$ cat src/rtl/irq_chain_pkg.sv
package irq_chain_pkg;
  typedef enum logic [1:0] {
    SVC_IDLE = 2'd0,
    SVC_ACK  = 2'd1,
    SVC_REL  = 2'd2
  } svc_e;
endpackage

$ cat src/rtl/irq_req_latch.sv
module irq_req_latch (
  input  logic clk_i,
  input  logic rst_ni,
  input  logic req_i,
  input  logic cancel_i,
  input  logic irq_en_i,
  input  logic grant_n_i,
  input  logic svc_idle_i,
  output logic pend_o,
  output logic take_o
);
  logic pend_q;
  logic withdraw;
  logic set;

  assign withdraw = cancel_i | ~irq_en_i;
  assign set      = req_i & ~withdraw;
  // grant is honoured only when no earlier acknowledge is still in flight
  assign take_o   = pend_q & ~grant_n_i & svc_idle_i & ~withdraw;

  always_ff @(posedge clk_i or negedge rst_ni) begin
    if (!rst_ni) pend_q <= 1'b0;
    else         pend_q <= set | (pend_q & ~take_o & ~withdraw);
  end

  assign pend_o = pend_q;
endmodule

$ cat src/rtl/irq_svc_seq.sv
module irq_svc_seq
  import irq_chain_pkg::*;
(
  input  logic clk_i,
  input  logic rst_ni,
  input  logic take_i,
  output logic idle_o,
  output logic ack_o
);
  svc_e state_q, state_d;

  always_comb begin
    state_d = state_q;
    unique case (state_q)
      SVC_IDLE: if (take_i) state_d = SVC_ACK;
      SVC_ACK:  state_d = SVC_REL;
      SVC_REL:  state_d = SVC_IDLE;
      default:  state_d = SVC_IDLE;
    endcase
  end

  always_ff @(posedge clk_i or negedge rst_ni) begin
    if (!rst_ni) state_q <= SVC_IDLE;
    else         state_q <= state_d;
  end

  assign idle_o = (state_q == SVC_IDLE);
  assign ack_o  = (state_q == SVC_ACK);
endmodule

$ cat src/rtl/irq_grant_steer.sv
module irq_grant_steer (
  input  logic pend_i,
  input  logic svc_idle_i,
  input  logic ack_i,
  input  logic grant_n_i,
  output logic grant_n_o,
  output logic irq_drive_o
);
  logic busy;

  assign busy        = pend_i | ~svc_idle_i;
  assign grant_n_o   = busy ? 1'b1 : grant_n_i;
  assign irq_drive_o = pend_i | ack_i;
endmodule

$ cat src/rtl/irq_vec_store.sv
module irq_vec_store #(
  parameter int VEC_W = 16
) (
  input  logic             clk_i,
  input  logic             rst_ni,
  input  logic             vec_we_i,
  input  logic [VEC_W-1:0] vec_i,
  input  logic             ack_i,
  output logic [VEC_W-1:0] data_o,
  output logic             data_oe_o
);
  logic [VEC_W-1:0] vec_q;

  always_ff @(posedge clk_i or negedge rst_ni) begin
    if (!rst_ni)       vec_q <= '0;
    else if (vec_we_i) vec_q <= vec_i;
  end

  assign data_oe_o = ack_i;
  assign data_o    = ack_i ? vec_q : '0;
endmodule

$ cat src/rtl/irq_chain_handler.sv
module irq_chain_handler #(
  parameter int VEC_W = 16
) (
  input  logic             clk_i,
  input  logic             rst_ni,
  input  logic             req_i,
  input  logic             cancel_i,
  input  logic             irq_en_i,
  input  logic             vec_we_i,
  input  logic [VEC_W-1:0] vec_i,
  input  logic             grant_n_i,
  output logic             grant_n_o,
  output logic             irq_drive_o,
  output logic [VEC_W-1:0] data_o,
  output logic             data_oe_o
);
  logic pend, take, svc_idle, ack;

  irq_req_latch i_latch (
    .clk_i, .rst_ni, .req_i, .cancel_i, .irq_en_i, .grant_n_i,
    .svc_idle_i(svc_idle), .pend_o(pend), .take_o(take)
  );

  irq_svc_seq i_seq (
    .clk_i, .rst_ni, .take_i(take), .idle_o(svc_idle), .ack_o(ack)
  );

  irq_grant_steer i_steer (
    .pend_i(pend), .svc_idle_i(svc_idle), .ack_i(ack), .grant_n_i,
    .grant_n_o, .irq_drive_o
  );

  irq_vec_store #(.VEC_W(VEC_W)) i_vec (
    .clk_i, .rst_ni, .vec_we_i, .vec_i, .ack_i(ack), .data_o, .data_oe_o
  );
endmodule

$ cat config.mk
export PLATFORM = sky130hd
export DESIGN_NAME = irq_chain_handler
export DESIGN_NICKNAME = d
export VERILOG_FILES = /design/src/rtl/irq_chain_pkg.sv /design/src/rtl/irq_req_latch.sv /design/src/rtl/irq_svc_seq.sv /design/src/rtl/irq_grant_steer.sv /design/src/rtl/irq_vec_store.sv /design/src/rtl/irq_chain_handler.sv
export SDC_FILE = /design/constraint.sdc
export NUM_CORES = 1
export LEC_CHECK = 0
export ABC_CLOCK_PERIOD_IN_PS = 3100
export BUFFER_PORTS_ARGS = -buffer_cell sky130_fd_sc_hd__buf_2
export CAP_MARGIN = 20
export CORE_MARGIN = 2
export CORE_UTILIZATION = 47
export DETAILED_ROUTE_END_ITERATION = 12
export GPL_TIMING_DRIVEN = 1
export PLACE_DENSITY = 0.87
export SYNTH_ARGS = -nofsm -noshare
export SYNTH_HDL_FRONTEND = slang
export SYNTH_SLANG_ARGS = --single-unit
$ cat constraint.sdc
create_clock -name clk_i -period 3.1 [get_ports clk_i]
set_input_delay 0.31 -clock clk_i [delete_from_list [all_inputs] [get_ports clk_i]]
set_output_delay 0.31 -clock clk_i [all_outputs]
set_load 0.01 [all_outputs]
==> metrics.md <==
| Metric | Value |
|---|---|
| Status | `completed` |
| Final setup vio count | `0` |
| Drt drc | `0` |
| Max capacitance violation total | `0` |
| Layout Area Growth over Synthesis | `28.55%` |
| Layout cells sized above 1 | `60.38%` |
| CP startpoint kind | `flip-flop` |
| CP Cell Sequence | `or4_1 > buf_2` |
| Filler instances | `158` |
| Sequential share of the synthesized area | `55.64%` |
| Initial antenna violation count | `0` |
| H-tree Lvls | `1` |
| PortBufs | `about 40` |
| Commonest non-fill, non-tap cell in the layout | `buf_2` |
| Drt pass-1 iters | `3` |
| Req. time, crit path | `2.79 ns` |
| Die Footprint | `roughly 0.0022 mm^2` |
| Starting density of the core | `49.49%` |
| LEAKAGE | `a little under 0.0006 uW` |
| Post-synth top area share | `55.64%` |
| Clock Root Buffer | `clkbuf_4` |
| Drt via density | `approximately 4.6` |
| Synth top area cells | `dfrtp_1 (56%), mux2_2 (21%), and2_1 (12%), buf_6 (2.6%), nor2b_4 (1.6%)` |
| Mean routed wirelength per cell | `about 11 um` |
| CTS Sinks | `19` |
| # rows | `15` |
| Top Ports | `42` |
| Mapped Area | `around 850 um^2` |
| Clock skew | `0.0001082 ns` |
| Worst Setup End Kind | `primary output` |
| Starting DRT DRC Count | `6` |
| Clock latency on the worst-skew pair | `slightly below 0.3 ns` |
| Slowest cell on crit path | `or4_1` |
| Worst slew pin tran | `0.4120 ns` |
| Die W | `roughly 47 um` |
| Ys Warns | `0` |
| Crit path time final | `approximately 1.7 ns` |
| Hold WC Path Type | `input port to flip-flop` |
| Vias in the first global route | `between 500 and 600` |
| CTS tree | `done` |
| Dpl hpwl | `1138 um` |
| Vias | `approximately 600` |
| CP Data Arrival Time | `1.41 ns` |
| Largest net degree at the start of global routing | `20` |
| Final hold violation count | `0` |
| Clock slew at reported path FFs | `0.10 ns` |
| Fin nets | `130` |
| Setup TNS | `0 ns` |
| Max incr delay on CP | `0.52 ns` |
| Post-Synthesis Cells | `63` |
| #FFs+latches synth | `19` |
| GRT Overall Usage | `15.00%` |
| Detail Route Antenna Nets | `0` |
| RSZ-0062 raised after global routing | `false` |
| Synthesized area per cell | `approximately 14 um^2` |
| CTS Buffer Depth | `2` |
| Fin crit share | `55.45%` |
| Kind of critical path | `flip-flop to primary output` |
| CTS buffer count | `3` |
| Hold Buf Count CTS | `1` |
| Most frequent cells in the layout | `buf_2 (41), dfrtp_1 (19), and2_1 (16), mux2_2 (16), clkbuf_4 (3)` |
| Fin. max-slew vios | `0` |
| Placer Congestion | `0.6314` |
| Total power | `454.3 uW` |
| Core area | `0.001727 mm^2` |
| Gr ovfl total | `0` |
| First-pass GRT wire length | `2228 um` |
| Peak Freq | `between 500 and 600 MHz` |
| Biggest area consumer among synthesized cells | `dfrtp_1` |
| Max Fanout on Critical Path | `5` |
| Final WL | `1464 um` |
| Ant diodes | `0` |
| Post-CTS Setup Inserts | `0` |
| Unique masters post-synth | `13` |
| FF+latch area | `475.5 um^2` |
| Pwr dens | `around 410 mW/mm^2` |
| Multi-input logic area | `349.1 um^2` |
| Slew Limit Headroom | `72.54%` |
| Die Y | `46.64 um` |
| # resized after CTS | `0` |
| Peak VDD IR | `0.0002696 V` |
| Synthesized net count | `86` |
## Yosys cell counts
| cell type | instances |
|---|---|
| buf_4 | 1 |
| mux2_2 | 16 |
| or2_2 | 1 |
| and2_1 | 16 |
| dfrtp_1 | 19 |
| and2b_2 | 1 |
| buf_6 | 2 |
| nor2b_4 | 1 |
| nand3b_1 | 1 |
| nor4b_1 | 1 |
| nor2_1 | 1 |
| nor4_1 | 2 |
| or4_1 | 1 |
## worst paths after layout
| path | start | to | slack (ns) | depth (start not counted) |
|---|---|---|---|---|
| max | i_seq.state_q[1] | grant_n_o | 1.38 | 2 |
| min | cancel_i | i_latch.pend_o | 0.18 | 2 |
| max reg2reg | i_seq.state_q[1] | i_latch.pend_o | 2.14 | 2 |
| min reg2reg | i_seq.state_q[0] | i_seq.state_q[0] | 0.50 | 1 |
| max in group asynchronous | rst_ni | i_vec.vec_q[7] | 2.34 | 2 |
| min in group asynchronous | rst_ni | i_vec.vec_q[13] | 0.47 | 2 |
## worst max-delay path, delay by kind of cell, from the launching register on
kind                   cells  cell delay [ns]
flip-flops                 1             0.45
AND/OR/NAND/NOR            1             0.52
buffers and inverters      1             0.15
## metrics by stage
step | util (%) | std cells | cell area, um^2 | hold slack, ns | setup WS (ns)
detailed placement | 61.45 | 126 | 1061 | 0.2711 | 1.697
global route | 63.62 | 131 | 1099 | 0.1580 | 1.314
floorplan | - | 63 | 854.6 | 0.01441 | 1.799
CTS | 63.62 | 131 | 1099 | 0.1660 | 1.362
global placement | 61.45 | 126 | 1061 | 0.2623 | 1.722
finish | 63.62 | 131 | 1099 | 0.1757 | 1.381
## sequential cells by signal, indices dropped and copies added, names as in the netlist
| signal | count |
|---|---|
| i_seq.state_q | 2 |
| i_vec.vec_q | 16 |
| i_latch.pend_o | 1 |
## kinds of logic (layout without fill, tap and decap cells)
kind of cell	after synthesis	after routing	share of synthesized area (%)
muxes	16	16	21.08
DFF	19	19	55.64
and+or+nand+nor	25	25	19.77
buffers and inverters	3	46	3.514
## where the power goes
group          internal (uW)  switching, uW  total [uW]
Clock                   47.9           73.1         121
Combinational           33.6           21.2        54.8
Sequential               269           9.30         278
## routing by layer
metal / track usage (%) / part of all wire (%)
met1: 19.35 / 43
met3: 2.353 / 5.6
met4: 11.67 / 2.3
met2: 22.22 / 49
met5: 0 / 0
## area by class of cell
cell class | count | share of cell area, %
Multi-Input combinational cell | 41 | 31.78
Timing Repair Buffer | 42 | 19.59
Tap cell | 25 | 2.847
Clock inverter | 1 | 0.4556
Sequential cell | 19 | 43.28
Clock buffer | 3 | 2.050
No activity file was read; power rests on OpenSTA's default activity.
